==> src/rtl/uart_regif_pkg.sv <==
`timescale 1ns/1ps
package uart_regif_pkg;
    localparam int OFF_W  = 12;
    localparam int WORD_W = 32;
    localparam int BYTE_W = 8;

    localparam logic [OFF_W-1:0] OFF_TXCFG   = 12'h000;
    localparam logic [OFF_W-1:0] OFF_TXDMA   = 12'h004;
    localparam logic [OFF_W-1:0] OFF_RXCFG   = 12'h008;
    localparam logic [OFF_W-1:0] OFF_TXDATA  = 12'h01C;
    localparam logic [OFF_W-1:0] OFF_STAT_RC = 12'h020;
    localparam logic [OFF_W-1:0] OFF_STAT    = 12'h024;
    localparam logic [OFF_W-1:0] OFF_IMASK   = 12'h02C;
    localparam logic [OFF_W-1:0] OFF_IACK    = 12'h030;
    localparam logic [OFF_W-1:0] OFF_IRAW    = 12'h034;
    localparam logic [OFF_W-1:0] OFF_IMSKD   = 12'h038;

    localparam int DAV_BIT     = 16;
    localparam int TXIDLE_BIT  = 22;
    localparam int TXRDY_BIT   = 24;
    localparam int EV_TXDONE   = 0;
    localparam int EV_RXAVAIL  = 3;

    localparam int NUM_CFG     = 4;
    localparam int CFG_RX_IDX  = 2;
    localparam int CFG_MSK_IDX = 3;

    typedef enum logic {TXS_IDLE, TXS_PEND} tx_state_e;
    typedef enum logic {RXS_EMPTY, RXS_FULL} rx_state_e;
endpackage

==> src/rtl/uart_regif_txfsm.sv <==
`timescale 1ns/1ps
module uart_regif_txfsm
    import uart_regif_pkg::*;
#(
    parameter int BYTE_W_P = BYTE_W
) (
    input  logic                clk,
    input  logic                rst,
    input  logic                load_i,
    input  logic                ack_done_i,
    input  logic [BYTE_W_P-1:0] byte_i,
    output logic                tx_valid_o,
    output logic [BYTE_W_P-1:0] tx_byte_o,
    output logic                hold_o
);
    tx_state_e           st_q, st_d;
    logic                vld_q;
    logic [BYTE_W_P-1:0] byte_q;

    always_comb begin
        st_d = st_q;
        unique case (st_q)
            TXS_IDLE: if (load_i)     st_d = TXS_PEND;
            TXS_PEND: if (ack_done_i) st_d = TXS_IDLE;
            default:  st_d = TXS_IDLE;
        endcase
    end

    always_ff @(posedge clk) begin
        if (rst) st_q <= TXS_IDLE;
        else     st_q <= st_d;
    end

    always_ff @(posedge clk) begin
        if (rst) begin
            vld_q  <= 1'b0;
            byte_q <= '0;
        end else begin
            vld_q <= load_i;
            if (load_i) byte_q <= byte_i;
        end
    end

    always_comb begin
        hold_o     = ack_done_i && (st_q == TXS_PEND);
        tx_valid_o = vld_q;
        tx_byte_o  = byte_q;
    end


    pend_after_load_chk: assert property (@(posedge clk) disable iff (rst)
        load_i |=> (st_q == TXS_PEND));
endmodule

==> src/rtl/uart_regif_rxhold.sv <==
`timescale 1ns/1ps
module uart_regif_rxhold
    import uart_regif_pkg::*;
#(
    parameter int BYTE_W_P = BYTE_W
) (
    input  logic                clk,
    input  logic                rst,
    input  logic                accept_i,
    input  logic [BYTE_W_P-1:0] byte_i,
    input  logic                rd_clear_i,
    output logic                dav_o,
    output logic [BYTE_W_P-1:0] data_o
);
    rx_state_e           st_q, st_d;
    logic [BYTE_W_P-1:0] data_q;

    always_comb begin
        st_d = st_q;
        unique case (st_q)
            RXS_EMPTY: if (accept_i) st_d = RXS_FULL;
            RXS_FULL:  if (!accept_i && rd_clear_i) st_d = RXS_EMPTY;
            default:   st_d = RXS_EMPTY;
        endcase
    end

    always_ff @(posedge clk) begin
        if (rst) st_q <= RXS_EMPTY;
        else     st_q <= st_d;
    end

    always_ff @(posedge clk) begin
        if (rst)           data_q <= '0;
        else if (accept_i) data_q <= byte_i;
    end

    always_comb begin
        dav_o  = (st_q == RXS_FULL);
        data_o = data_q;
    end


    rx_latch_chk: assert property (@(posedge clk) disable iff (rst)
        accept_i |=> (dav_o && data_o == $past(byte_i)));

    rd_clear_chk: assert property (@(posedge clk) disable iff (rst)
        (rd_clear_i && !accept_i) |=> !dav_o);
endmodule

==> src/rtl/uart_regif_irq.sv <==
`timescale 1ns/1ps
module uart_regif_irq
    import uart_regif_pkg::*;
#(
    parameter int WORD_W_P = WORD_W,
    parameter int TX_BIT   = EV_TXDONE,
    parameter int RX_BIT   = EV_RXAVAIL
) (
    input  logic                clk,
    input  logic                rst,
    input  logic                wr_evt_i,
    input  logic                tx_set_i,
    input  logic                rx_set_i,
    input  logic                ack_wr_i,
    input  logic [WORD_W_P-1:0] ack_val_i,
    input  logic                hold_tx_i,
    input  logic [WORD_W_P-1:0] mask_i,
    output logic [WORD_W_P-1:0] raw_o,
    output logic [WORD_W_P-1:0] masked_o,
    output logic                irq_o
);
    logic [WORD_W_P-1:0] raw_q, raw_d, masked_q, masked_d, eff_ack;
    logic                irq_q;

    always_comb begin
        eff_ack = ack_wr_i ? ack_val_i : '0;
        if (hold_tx_i) eff_ack[TX_BIT] = 1'b0;
        raw_d = raw_q;
        if (tx_set_i) raw_d[TX_BIT] = 1'b1;
        raw_d = raw_d & ~eff_ack;
        if (rx_set_i) raw_d[RX_BIT] = 1'b1;
        masked_d = raw_d & mask_i;
    end

    always_ff @(posedge clk) begin
        if (rst) begin
            raw_q    <= '0;
            masked_q <= '0;
            irq_q    <= 1'b0;
        end else if (wr_evt_i || rx_set_i) begin
            raw_q    <= raw_d;
            masked_q <= masked_d;
            irq_q    <= |masked_d;
        end
    end

    always_comb begin
        raw_o    = raw_q;
        masked_o = masked_q;
        irq_o    = irq_q;
    end


    reset_clean_chk: assert property (@(posedge clk) disable iff (rst)
        $past(rst) |-> (raw_q == '0 && !irq_q));

    hold_keep_chk: assert property (@(posedge clk) disable iff (rst)
        hold_tx_i |=> raw_q[TX_BIT]);

    ack_clear_chk: assert property (@(posedge clk) disable iff (rst)
        (ack_wr_i && !hold_tx_i && !rx_set_i) |=> ((raw_q & $past(ack_val_i)) == '0));

    irq_level_chk: assert property (@(posedge clk) disable iff (rst)
        irq_o == (masked_o != '0));
endmodule

==> src/rtl/uart_regif.sv <==
`timescale 1ns/1ps
module uart_regif
    import uart_regif_pkg::*;
(
    input  logic              clk,
    input  logic              rst,
    input  logic [OFF_W-1:0]  bus_addr_i,
    input  logic              bus_we_i,
    input  logic              bus_full_i,
    input  logic              bus_re_i,
    input  logic [WORD_W-1:0] bus_wdata_i,
    output logic [WORD_W-1:0] bus_rdata_o,
    output logic              tx_valid_o,
    output logic [BYTE_W-1:0] tx_byte_o,
    input  logic              rx_valid_i,
    input  logic [BYTE_W-1:0] rx_byte_i,
    output logic              rx_ready_o,
    output logic              irq_o
);
    localparam logic [NUM_CFG-1:0][OFF_W-1:0] CFG_OFFS =
        {OFF_IMASK, OFF_RXCFG, OFF_TXDMA, OFF_TXCFG};

    logic                           wr_full, dout_wr, ack_wr, rd_clear, accept, hold_tx;
    logic [NUM_CFG-1:0][WORD_W-1:0] cfg_q;
    logic [WORD_W-1:0]              mask_next, raw, masked, stat_word;
    logic                           dav;
    logic [BYTE_W-1:0]              rx_data;

    always_comb begin
        wr_full   = bus_we_i && bus_full_i;
        dout_wr   = wr_full && (bus_addr_i == OFF_TXDATA);
        ack_wr    = wr_full && (bus_addr_i == OFF_IACK);
        rd_clear  = bus_re_i && (bus_addr_i == OFF_STAT_RC);
        mask_next = (wr_full && bus_addr_i == OFF_IMASK) ? bus_wdata_i : cfg_q[CFG_MSK_IDX];
        rx_ready_o = cfg_q[CFG_RX_IDX][0] || !raw[EV_RXAVAIL];
        accept    = rx_valid_i && rx_ready_o;
    end

    for (genvar gi = 0; gi < NUM_CFG; gi++) begin : g_cfg
        always_ff @(posedge clk) begin
            if (rst)
                cfg_q[gi] <= '0;
            else if (wr_full && bus_addr_i == CFG_OFFS[gi])
                cfg_q[gi] <= bus_wdata_i;
        end
    end

    uart_regif_txfsm #(.BYTE_W_P(BYTE_W)) u_tx (
        .clk        (clk),
        .rst        (rst),
        .load_i     (dout_wr),
        .ack_done_i (ack_wr && bus_wdata_i[EV_TXDONE]),
        .byte_i     (bus_wdata_i[BYTE_W-1:0]),
        .tx_valid_o (tx_valid_o),
        .tx_byte_o  (tx_byte_o),
        .hold_o     (hold_tx)
    );

    uart_regif_rxhold #(.BYTE_W_P(BYTE_W)) u_rx (
        .clk        (clk),
        .rst        (rst),
        .accept_i   (accept),
        .byte_i     (rx_byte_i),
        .rd_clear_i (rd_clear),
        .dav_o      (dav),
        .data_o     (rx_data)
    );

    uart_regif_irq #(.WORD_W_P(WORD_W), .TX_BIT(EV_TXDONE), .RX_BIT(EV_RXAVAIL)) u_irq (
        .clk       (clk),
        .rst       (rst),
        .wr_evt_i  (wr_full),
        .tx_set_i  (dout_wr),
        .rx_set_i  (accept),
        .ack_wr_i  (ack_wr),
        .ack_val_i (bus_wdata_i),
        .hold_tx_i (hold_tx),
        .mask_i    (mask_next),
        .raw_o     (raw),
        .masked_o  (masked),
        .irq_o     (irq_o)
    );

    always_comb begin
        stat_word             = '0;
        stat_word[BYTE_W-1:0] = rx_data;
        stat_word[DAV_BIT]    = dav;
        stat_word[TXIDLE_BIT] = 1'b1;
        stat_word[TXRDY_BIT]  = 1'b1;
    end

    always_comb begin
        bus_rdata_o = '0;
        unique case (bus_addr_i)
            OFF_TXCFG:   bus_rdata_o = cfg_q[0];
            OFF_TXDMA:   bus_rdata_o = cfg_q[1];
            OFF_RXCFG:   bus_rdata_o = cfg_q[CFG_RX_IDX];
            OFF_IMASK:   bus_rdata_o = cfg_q[CFG_MSK_IDX];
            OFF_STAT_RC: bus_rdata_o = stat_word;
            OFF_STAT:    bus_rdata_o = stat_word;
            OFF_IRAW:    bus_rdata_o = raw;
            OFF_IMSKD:   bus_rdata_o = masked;
            default:     bus_rdata_o = '0;
        endcase
    end


    dout_pulse_chk: assert property (@(posedge clk) disable iff (rst)
        dout_wr |=> (tx_valid_o && tx_byte_o == $past(bus_wdata_i[BYTE_W-1:0]) && raw[EV_TXDONE]));

    narrow_ignore_chk: assert property (@(posedge clk) disable iff (rst)
        (bus_we_i && !bus_full_i) |=> ($stable(cfg_q) && !tx_valid_o));

    rx_block_chk: assert property (@(posedge clk) disable iff (rst)
        (rx_valid_i && !rx_ready_o) |=> $stable(rx_data));
endmodule

==> config.mk <==
export PLATFORM = sky130hd
export DESIGN_NAME = uart_regif
export DESIGN_NICKNAME = d
export VERILOG_FILES = /design/src/rtl/uart_regif_pkg.sv /design/src/rtl/uart_regif_txfsm.sv /design/src/rtl/uart_regif_rxhold.sv /design/src/rtl/uart_regif_irq.sv /design/src/rtl/uart_regif.sv
export SDC_FILE = /design/constraint.sdc
export NUM_CORES = 1
export LEC_CHECK = 0
export BUFFER_PORTS_ARGS = -buffer_cell sky130_fd_sc_hd__clkbuf_2
export CORE_MARGIN = 2
export CORE_UTILIZATION = 40
export CTS_CLUSTER_DIAMETER = 120
export CTS_CLUSTER_SIZE = 30
export DETAILED_ROUTE_END_ITERATION = 12
export GPL_TIMING_DRIVEN = 1
export SLEW_MARGIN = 20
export SYNTH_ARGS = -nofsm -noshare
export SYNTH_HDL_FRONTEND = slang
export SYNTH_HIERARCHICAL = 1
export SYNTH_SLANG_ARGS = --single-unit
==> constraint.sdc <==
create_clock -name clk -period 3.19 [get_ports clk]
set_clock_uncertainty 0.2 [all_clocks]
set_input_delay 0.638 -clock clk [delete_from_list [all_inputs] [get_ports clk]]
set_output_delay 0.638 -clock clk [all_outputs]
set_load 0.01 [all_outputs]
# --- After elaboration in Yosys (flattened, before gate mapping) ---
# Cells that the tools add are included.
word_totals:
  ff_bits: 212
  wordCells: 57
op_classes:
  bitwise_logic: 5
  muxes: 12
  n_reduce_logical: 19
  eq_ne: 9
ops:
  columns: ["op", "count"]
  rows:
  - ["32-bit case mux with 7 select lines", 1]
  - ["12-bit by 6-bit == test with 1-bit output (second input constant)", 6]
  - ["32-bit bitwise AND", 2]
  - ["32-bit two-way mux", 2]
  - ["32-bit NOT", 1]
  - ["32-bit OR reduction", 1]
  - ["12-bit by 3-bit == test with 1-bit output (second input constant)", 1]
  - ["12-bit by 4-bit == test with 1-bit output (second input constant)", 1]
  - ["12-bit by 5-bit == test with 1-bit output (second input constant)", 1]
  - ["1-bit logical AND", 12]
  - ["12-bit logical NOT", 1]
  - ["1-bit two-way mux", 7]
  - ["1-bit case mux with 2 select lines", 2]
  - ["1-bit logical NOT", 2]
  - ["1-bit logical OR", 2]
  - ["1-bit NOT", 2]
  - ["2-bit OR reduction", 1]

# --- Logic depth before layout (Yosys ltp) ---
# Gate-level depths: netlist of the first run.
logic_depth:
  word_depth: 10
  ltp_mapped: 12
  mapped_depth_nobuf: 9

# --- By module ---
# Netlist of the first run, hierarchy kept.
modules_own_cells:
  columns: ["mod", "area_per_inst_um2", "cells_each", "seq_area_each_um2", "instances"]
  rows:
  - ["uart_regif", 6506.2, 861, 2562.5, 1]
  - ["uart_regif_irq", 2601.2, 328, 1301.2, 1]
  - ["uart_regif_txfsm", 347.8, 32, 200.2, 1]
  - ["uart_regif_rxhold", 321.6, 30, 180.2, 1]

# --- Least setup slack after synthesis of the first run ---
# OpenSTA, ideal clock, no wires.
synth_timing:
  kind: "input -> output"
  start: "input bus_addr_i[1]"
  end: "output bus_rdata_o[8]"
  cell_stages: 6
  required_time_ns: 2.352
  setup_slack_ns: 0.150
  arrival_ns: 2.202
  cell_sequence: "or4_4 > buf_6 > or3_1 > buf_6 > buf_8 > o221ai_1"
synth_between:
  elab_chain_cells: 3
synth_lines:
  columns: ["element", "line", "text"]
  rows:
  - ["start: declaration", "uart_regif.sv:7", "input logic [OFF_W-1:0] bus_addr_i,"]
  - ["12-bit by 6-bit == test with 1-bit output", "uart_regif.sv:94", "unique case (bus_addr_i)"]
  - ["2-bit OR reduction (no source line)", null, null]
  - ["32-bit case mux with 7 select lines (*)", "uart_regif.sv:94", null]
  - ["end: declaration", "uart_regif.sv:12", "output logic [WORD_W-1:0] bus_rdata_o,"]
# Mark *: on every way between the ends. The rest lies on a longest branch, timed or not.

# --- Worst setup path after layout of the first run ---
layout_timing:
  start: "input bus_addr_i[9]"
  end: "output bus_rdata_o[24]"
# Same word-level chain as after synthesis.

==> impl_metrics.json, run 1 <==
{
  "sequentialPowerShare_pct": 58.5,
  "dr.pass1.iters": 5,
  "area.growth.synth_to_final_pct": 17.7,
  "utilization_pct": 47.6,
  "hold_viol_final": 0,
  "p_leak_nw": 4.10,
  "grt_max_degree": 63,
  "setup_viol": 0,
  "async_reset_ff_share_pct": 0,
  "yosysTopAreaCellShare_pct": 43.4,
  "antenna_cells": 0,
  "synth.most_common_cell": "nand2_1",
  "max-slew-margin-rel_pct": 51.6,
  "core_mm2": 0.0242,
  "avgRoutedWirePerCell_um": 19.4,
  "synth_edf_count": 0,
  "clk_latency_ns": 0.48,
  "syn_avg_cell_area_um2": 7.82,
  "vias_per_cell": 5.64,
  "hold_path.class": "input port to register",
  "min_period_over_period_pct": 99.5,
  "ys_types": 54,
  "initial_utilization_pct": 40.4,
  "netSwitchingPower_mw": 1.14,
  "multi_input_area_mm2": 0.00501,
  "vdd_ir_drop_max_uv": 274,
  "grt_usage_pct": 24.6,
  "io-pin-count": 101,
  "yosysTopAreaCell": "dfxtp_1",
  "synth_nets": 1309,
  "drc": 0,
  "drt_iter0_drc": 762,
  "synth_ff_type": "dfxtp_1",
  "routed_wl_um": 32400,
  "ant_nets": 0,
  "fin_crit_ns": 3.17,
  "numCtsBuffers": 11,
  "synth_area_leaders": "dfxtp_1 43%, nand2_1 12%, a21oi_1 8.7%",
  "cp-end-kind": "output port",
  "path_clk_slew_ns": 0.13,
  "cp.required_ns": 2.35,
  "worst_setup_path_start_kind": "input port",
  "die_h_um": 160,
  "power_switching_share_pct": 25.1,
  "die_area_mm2": 0.0257,
  "outcome": "finished clean",
  "cellPowerDensity_mw_per_mm2": 396,
  "p_comb_share_pct": 7.8,
  "antenna_found_initial": 0,
  "htreeDepth": 1,
  "clockPowerShare_pct": 33.7,
  "layout.nets": 1406,
  "clock.fmax_ghz": 0.315,
  "drive_gt1_share_pct": 18.6,
  "rsz0062_at_grt": "yes",
  "vias": 9424,
  "p_int_mw": 3.41,
  "max_slew.worst_pin.slew_ns": 0.726,
  "clockBufferDepth": 3,
  "overflow": 0,
  "die_w_um": 160,
  "grt_pass1_vias": 8823,
  "root_buffer": "clkbuf_16",
  "gp_congestion": 0.873,
  "grt_pass1_wl_um": 50400,
  "fillers": 2422,
  "hold_slack_ns": 0.185,
  "seq_area_mm2": 0.00424,
  "ys_ff_latch": 212,
  "floorplan.rows": 57,
  "crit_fanout": 5,
  "synth_warnings": 6,
  "cap_violations": 0,
  "synth_commonest_cells": "325 x nand2_1, 212 x dfxtp_1, 170 x a21oi_1",
  "io_buffers": 100,
  "arrival_ns": 2.34,
  "netlist_instances": 1251,
  "synth_seq_area_share_pct": 43.4,
  "finalMaxSlewViolations": 0,
  "cts_tree": "built",
  "path_class": "input port to output port",
  "synth.cell_area_mm2": 0.00978,
  "dp_hpwl_um": 21700,
  "clock_sinks": 212
}
[per-stage QoR]
step / std cells / power (mW) / cell area [um^2] / setup WS [ns] / setup TNS, ns
after floorplan: 1251 / 2.88 / 9780 / 0.150 / 0
after CTS: 1667 / 4.58 / 11400 / -0.000289 / -0.000289
after global placement: 1654 / 3.07 / 11100 / -0.138 / -0.193
after detailed placement: 1654 / 3.07 / 11100 / -0.217 / -0.383
final: 1671 / 4.55 / 11500 / 0.0169 / 0
after global routing: 1671 / 4.71 / 11500 / -0.0363 / -0.125
[power by group through the flow]
stage | clock (mW) | sequential, mW | combinational (mW)
2_1_floorplan | 0 | 2.72 | 0.161
3_3_place_gp | 0 | 2.72 | 0.342
3_5_place_dp | 0 | 2.72 | 0.343
4_1_cts | 1.57 | 2.66 | 0.344
5_1_grt | 1.67 | 2.67 | 0.376
6_report | 1.54 | 2.66 | 0.353
[cell usage in the layout (no fill, tap or decap), types with 6 or more instances in the layout]
master	count
a311oi_1	27
or3b_2	6
buf_2	11
buf_12	19
buf_4	64
a21oi_1	170
nand4_1	19
nor2b_1	7
clkbuf_2	89
o221ai_2	18
a22o_1	24
o221ai_1	6
nand3_1	58
dfxtp_1	212
a22oi_1	55
and2_1	6
mux2i_1	16
inv_1	27
nor3_1	6
nor2_1	88
clkbuf_16	12
nand2_1	325
[sequential cells by signal, indices dropped and copies added, names as in the netlist, 8 cells and up]
register / flops
u_rx/data_o: 8
cfg_q: 128
u_tx/tx_byte_o: 8
u_irq/raw_o: 32
u_irq/masked_o: 32
[final cells by class]
class,count,share of cell area (%)
clock buffer,11,2.39
multi-input combinational,907,43.5
timing repair buffer,189,12.5
sequential,212,36.9
tap,324,3.52
clock inverter,1,0.261
inverter,27,0.881
[repair_timing]
action                                  in CTS  in global routing
buffers inserted                             1                  2
endpoints found under the setup margin      10                 21
gates cloned                                 0                  2
hold buffers                                 0                  0
gates resized for setup                      4                 24
pin swaps                                    3                  4
[final timing paths]
check	end	cells after the start	slack [ns]	start
worst min-delay path	u_rx/data_o[2]$_SDFFE_PP0P_	3	0.18	rx_byte_i[2]
worst max register to register	u_irq/masked_o[6]$_SDFFE_PP0P_	8	1.12	cfg_q[64]$_SDFFE_PP0P_
worst max-delay path	bus_rdata_o[24]	9	0.02	bus_addr_i[9]
worst min register to register	cfg_q[35]$_SDFFE_PP0P_	2	0.26	cfg_q[35]$_SDFFE_PP0P_
[critical path, cell delays in order]
cell	delay, ns
clkbuf_2	0.09
or4_4	0.54
buf_4	0.19
buf_4	0.17
nor2_1	0.15
buf_4	0.15
nand4_1	0.09
nand3_1	0.16
buf_2	0.16
[layer usage]
layer / vias up / wire (um) / GRT usage [%]
li1: 4571 / - / -
met4: 0 / 830 / 7.21
met3: 53 / 1770 / 2.48
met5: - / 0 / 0
met2: 282 / 15400 / 41.2
met1: 4518 / 14300 / 33.8
[kinds of logic after synthesis]
family                 after synthesis  synth area share, %
buffers and inverters              132                 6.62
DFF                                212                 43.4
and+or+nand+nor                    562                 25.3
AOI/OAI and AO/OA                  329                 23.0
muxes                               16                 1.64
No activity file was read; power rests on OpenSTA's default activity.
==> run 2, diff against run 1 <==
--- a/config.mk
+++ b/config.mk
@@ -7,11 +7,12 @@
 export LEC_CHECK = 0
 export BUFFER_PORTS_ARGS = -buffer_cell sky130_fd_sc_hd__clkbuf_2
 export CORE_MARGIN = 2
-export CORE_UTILIZATION = 40
+export CORE_UTILIZATION = 45
 export CTS_CLUSTER_DIAMETER = 120
 export CTS_CLUSTER_SIZE = 30
 export DETAILED_ROUTE_END_ITERATION = 12
 export GPL_TIMING_DRIVEN = 1
+export SKIP_LAST_GASP = 1
 export SLEW_MARGIN = 20
 export SYNTH_ARGS = -nofsm -noshare
 export SYNTH_HDL_FRONTEND = slang
==> run 2 against run 1 <==
  * The flow now finishes with violations (negative setup slack)
  * Via count rose by 0.57%
  * Die area decreased by 11%
  * Global-route usage is 3.7 points higher
  * Final cell count down 2.5%
  * Register-to-register slack lost 0.06 ns
  * Fmax is 1.0% lower
  * Worst hold slack lost 0.0022 ns
  * Clock-buffer cell count is the same
  * Combinational power is 2% higher
==> impl_metrics.json, run 2 (synthesis gave the netlist of run 1 again) <==
{
  "outcome": "finished with violations",
  "violations": "negative setup slack",
  "floorplan.rows": 53,
  "avgRoutedWirePerCell_um": 20.5,
  "clock.fmax_ghz": 0.312,
  "grt_usage_pct": 28.3,
  "finalMaxSlewViolations": 0,
  "layout.nets": 1413,
  "cap_violations": 0,
  "grt_util_met2_pct": 47.4,
  "vdd_ir_drop_max_uv": 279,
  "io_buffers": 100,
  "clockBufferDepth": 3,
  "hold_slack_ns": 0.183,
  "fin_crit_ns": 3.21,
  "die_w_um": 151,
  "min_period_over_period_pct": 101,
  "root_buffer": "clkbuf_16",
  "grt_max_degree": 78,
  "drt_iter0_drc": 724,
  "antenna_cells": 0,
  "area.growth.synth_to_final_pct": 18.0,
  "grt_pass1_vias": 8728,
  "setup_viol": 1,
  "utilization_pct": 54.5,
  "final_cell_mix": "325 x nand2_1, 212 x dfxtp_1, 170 x a21oi_1",
  "cp.required_ns": 2.35,
  "met3_usage_pct": 3.01,
  "clk_latency_ns": 0.49,
  "overflow": 0,
  "htreeDepth": 1,
  "initial_utilization_pct": 46.2,
  "cp-end-kind": "output port",
  "core_mm2": 0.0212,
  "vias_per_cell": 5.82,
  "die_area_mm2": 0.0229,
  "vias": 9478,
  "hold_path.class": "input port to register",
  "routed_wl_um": 33300,
  "largest_register_ff_count": 128,
  "ant_nets": 0,
  "io-pin-count": 101,
  "worst_setup_path_start_kind": "input port",
  "rsz0062_at_grt": "yes",
  "regMostFlops": "cfg_q",
  "path_clk_slew_ns": 0.13,
  "arrival_ns": 2.37,
  "dr.pass1.iters": 7,
  "final_common_cell": "nand2_1",
  "fin_ws_ns": -0.0162,
  "gp_congestion": 0.873,
  "grt.busiest_layer": "met2",
  "antenna_found_initial": 0,
  "total_power_mw": 4.59,
  "drive_gt1_share_pct": 18.8,
  "max_slew.worst_pin.slew_ns": 0.777,
  "dp_hpwl_um": 21600,
  "cts_tree": "built",
  "grt_pass1_wl_um": 50100,
  "crit_fanout": 5,
  "path_class": "input port to output port",
  "grt_use_met1_pct": 39.6,
  "numCtsBuffers": 11,
  "max-slew-margin-rel_pct": 48.2,
  "die_h_um": 151,
  "clock_sinks": 212,
  "drc": 0,
  "cellPowerDensity_mw_per_mm2": 398,
  "p_leak_nw": 4.16,
  "hold_viol_final": 0
}
-- run 2: final cells by class --
type                       count  area, um^2
fill                        2050        9620
multi-input combinational    907        4990
sequential                   212        4240
timing repair buffer         196        1550
tap                          275         344
clock buffer                  11         275
inverter                      27         101
clock inverter                 1        30.0
-- run 2: power breakdown --
group	switching (mW)	total, mW	internal (mW)
combinational	0.253	0.361	0.109
sequential	0.00699	2.66	2.66
clock	0.915	1.56	0.647
-- run 2: repair_timing --
item,4_1_cts,5_1_grt
gates resized for setup,3,24
hold endpoints to repair,0,0
buffers inserted,0,1
pin swaps,0,9
setup endpoints to repair,15,17
hold buffers,0,0
gates cloned,0,4
-- run 2: worst paths after layout --
check                                    from                               to  slack (ns)  cells after the start
setup / recovery                bus_addr_i[9]                  bus_rdata_o[16]       -0.02                      7
hold / removal                   rx_byte_i[0]      u_rx/data_o[0]$_SDFFE_PP0P_        0.18                      3
setup reg to reg       cfg_q[64]$_SDFFE_PP0P_  u_irq/masked_o[16]$_SDFFE_PP0P_        1.06                      5
hold reg to reg   u_irq/raw_o[5]$_SDFFE_PP0P_      u_irq/raw_o[5]$_SDFFE_PP0P_        0.26                      2
-- run 2: through the flow --
stage | setup slack [ns] | TNS, ns | instance area (um^2) | cells
final | -0.0162 | -0.0162 | 11500 | 1629
after global routing | -0.0365 | -0.231 | 11500 | 1629
after CTS | -0.0287 | -0.0345 | 11400 | 1624
after detailed placement | -0.0606 | -0.214 | 11000 | 1612
after global placement | -0.0506 | -0.114 | 11000 | 1612
after floorplan | 0.150 | 0 | 9780 | 1251
-- run 2: critical path, stage by stage --
cell	delay (ns)
buf_6	0.10
or4_4	0.55
or3_4	0.45
buf_12	0.18
o22ai_2	0.13
a211o_1	0.16
clkbuf_8	0.15
-- run 2: metal layers --
metal / wire, um / share of wire (%)
met1: 14600 / 44
met2: 15800 / 47
met3: 2180 / 6.5
met4: 743 / 2.2
met5: 0 / 0
==> run 3, diff against run 2 <==
--- a/config.mk
+++ b/config.mk
@@ -12,6 +12,7 @@
 export CTS_CLUSTER_SIZE = 30
 export DETAILED_ROUTE_END_ITERATION = 12
 export GPL_TIMING_DRIVEN = 1
+export RECOVER_POWER = 100
 export SKIP_LAST_GASP = 1
 export SLEW_MARGIN = 20
 export SYNTH_ARGS = -nofsm -noshare
==> run 3 against run 2 <==
  * Sequential power about the same
  * Clock power hardly changed
  * The flow still finishes with violations (negative setup slack)
  * Combinational power about the same
  * Power about the same
  * Critical path depth stayed put
==> impl_metrics.json, run 3 (synthesis gave the netlist of run 1 again) <==
{
  "max_stage_delay_ns": 0.55,
  "path_class": "input port to output port",
  "holdCritStartpoint": "rx_byte_i[0]",
  "initial_utilization_pct": 46.2,
  "grt_max_degree": 78,
  "htreeDepth": 1,
  "fin_crit_ns": 3.21,
  "cts_tree": "built",
  "grt_pass1_wl_um": 50100,
  "antenna_cells": 0,
  "largest_register_ff_count": 128,
  "min_period_over_period_pct": 101,
  "max_slew.worst_pin.slew_ns": 1.39,
  "cp_slowest_cell": "or4_4",
  "cap_violations": 0,
  "grt_usage_pct": 28.3,
  "cp-end-kind": "output port",
  "worst_setup_path_start_kind": "input port",
  "crit_fanout": 5,
  "clock_sinks": 212,
  "final_common_cell": "nand2_1",
  "grt_pass1_vias": 8728,
  "outcome": "finished with violations",
  "min_to": "u_rx/data_o[0]$_SDFFE_PP0P_",
  "reg2regPathDepth": 5,
  "root_buffer": "clkbuf_16",
  "drt_iter0_drc": 618,
  "dr.pass1.iters": 5,
  "stdcell_area_mm2": 0.0115,
  "drc": 0,
  "rsz0062_at_grt": "yes",
  "finalMaxSlewViolations": 0,
  "clock.fmax_ghz": 0.312,
  "placed_area_mm2": 0.0110,
  "whs_path_depth": 3,
  "hold_viol_final": 0,
  "io_buffers": 100,
  "die_w_um": 151,
  "path_clk_slew_ns": 0.13,
  "floorplan.rows": 53,
  "layout.nets": 1413,
  "clk_latency_ns": 0.49,
  "area.growth.synth_to_final_pct": 17.4,
  "r2r-start": "cfg_q[64]$_SDFFE_PP0P_",
  "drive_gt1_share_pct": 17.5,
  "vias": 9443,
  "r2r_slack_ns": 0.54,
  "antenna_found_initial": 0,
  "routed_wl_um": 33300,
  "avgRoutedWirePerCell_um": 20.5,
  "ant_nets": 0,
  "fin_ws_ns": -0.0188,
  "final_cell_mix": "325 x nand2_1, 212 x dfxtp_1, 170 x a21oi_1",
  "reg2reg_to": "u_irq/masked_o[16]$_SDFFE_PP0P_",
  "numCtsBuffers": 11,
  "gp_congestion": 0.873,
  "crit_family": "simple AND/OR/NAND/NOR gates",
  "vias_per_cell": 5.80,
  "arrival_ns": 2.37,
  "core_mm2": 0.0212,
  "vdd_ir_drop_max_uv": 280,
  "hold_slack_ns": 0.183,
  "crit_chain": "buf_6 > or4_4 > or3_4 > buf_12 > o22ai_2 > a211o_1 > clkbuf_8",
  "hold_path.class": "input port to register",
  "die_h_um": 151,
  "fillers": 2065,
  "io-pin-count": 101,
  "cellPowerDensity_mw_per_mm2": 400,
  "max-slew-margin-rel_pct": 7.10,
  "violations": "negative setup slack",
  "setup_viol": 1,
  "clockBufferDepth": 3,
  "die_area_mm2": 0.0229,
  "cp.required_ns": 2.35,
  "critical_path_buf_inv_count": 3,
  "overflow": 0,
  "p_leak_nw": 4.09,
  "dp_hpwl_um": 21600,
  "regMostFlops": "cfg_q"
}
-- run 3: cell count changes in the layout (fill, tap and decap cells not counted) --
cell	previous run	this run
buf_12	19	18
nor4_1	3	4
or2_2	1	0
clkbuf_1	0	16
nor4_4	3	2
and2_0	1	2
or2_1	0	1
buf_4	69	65
and2_1	6	5
clkbuf_2	87	76
-- run 3: timing repair --
action	CTS	global route
setup buffers	0	1
gates resized for setup	3	24
setup endpoints to repair	15	17
hold buffers	0	0
gates cloned	0	4
pin swaps	0	9
-- run 3: worst reg2reg max path: stages, from the launching register on --
cell      delay, ns
dfxtp_1        0.37
nand2b_1       0.18
and2_0         0.28
or2_1          1.09
nand4_1        0.26
a21oi_1        0.20
-- run 3: how the worst max path moves through the flow --
| stage | start | to | slack, ns | cells after the start |
|---|---|---|---|---|
| floorplan | bus_addr_i[1] | bus_rdata_o[8] | 0.15 | 6 |
| global placement | bus_addr_i[1] | bus_rdata_o[16] | -0.05 | 7 |
| finish | bus_addr_i[9] | bus_rdata_o[16] | -0.02 | 7 |
| detailed placement | bus_addr_i[1] | bus_rdata_o[16] | -0.06 | 7 |
| CTS | bus_addr_i[1] | bus_rdata_o[16] | -0.03 | 7 |
| global route | bus_addr_i[9] | bus_rdata_o[16] | -0.04 | 7 |
-- run 3: area by class of cell --
class                      count  area, um^2  area share [%]
timing repair buffer         196        1500            13.1
clock inverter                 1        30.0           0.262
sequential                   212        4240            37.0
clock buffer                  11         275            2.40
multi-input combinational    907        4980            43.4
tap                          275         344            3.00
inverter                      27         101           0.883
-- run 3: routing by layer --
layer  vias up  part of all wire [%]  global-route usage [%]
li1       4593                     -                       -
met1      4475                    44                    39.6
met2       324                    48                    47.4
met3        51                   6.0                    3.01
met4         0                   2.0                    6.17
met5         -                     0                       0
-- run 3: through the flow --
stage / setup slack [ns] / cells / utilization, % / power (mW) / TNS (ns)
floorplan: 0.150 / 1251 / - / 2.88 / 0
detailed placement: -0.0606 / 1612 / 52.2 / 3.07 / -0.214
CTS: -0.0287 / 1624 / 53.7 / 4.59 / -0.0345
global placement: -0.0506 / 1612 / 52.2 / 3.07 / -0.114
global route: -0.0365 / 1629 / 54.2 / 4.71 / -0.231
finish: -0.0188 / 1629 / 54.2 / 4.59 / -0.0188
-- run 3: power by group --
group	internal [mW]	switching (mW)
combinational	0.107	0.251
clock	0.648	0.917
sequential	2.66	0.00704
total	3.41	1.18
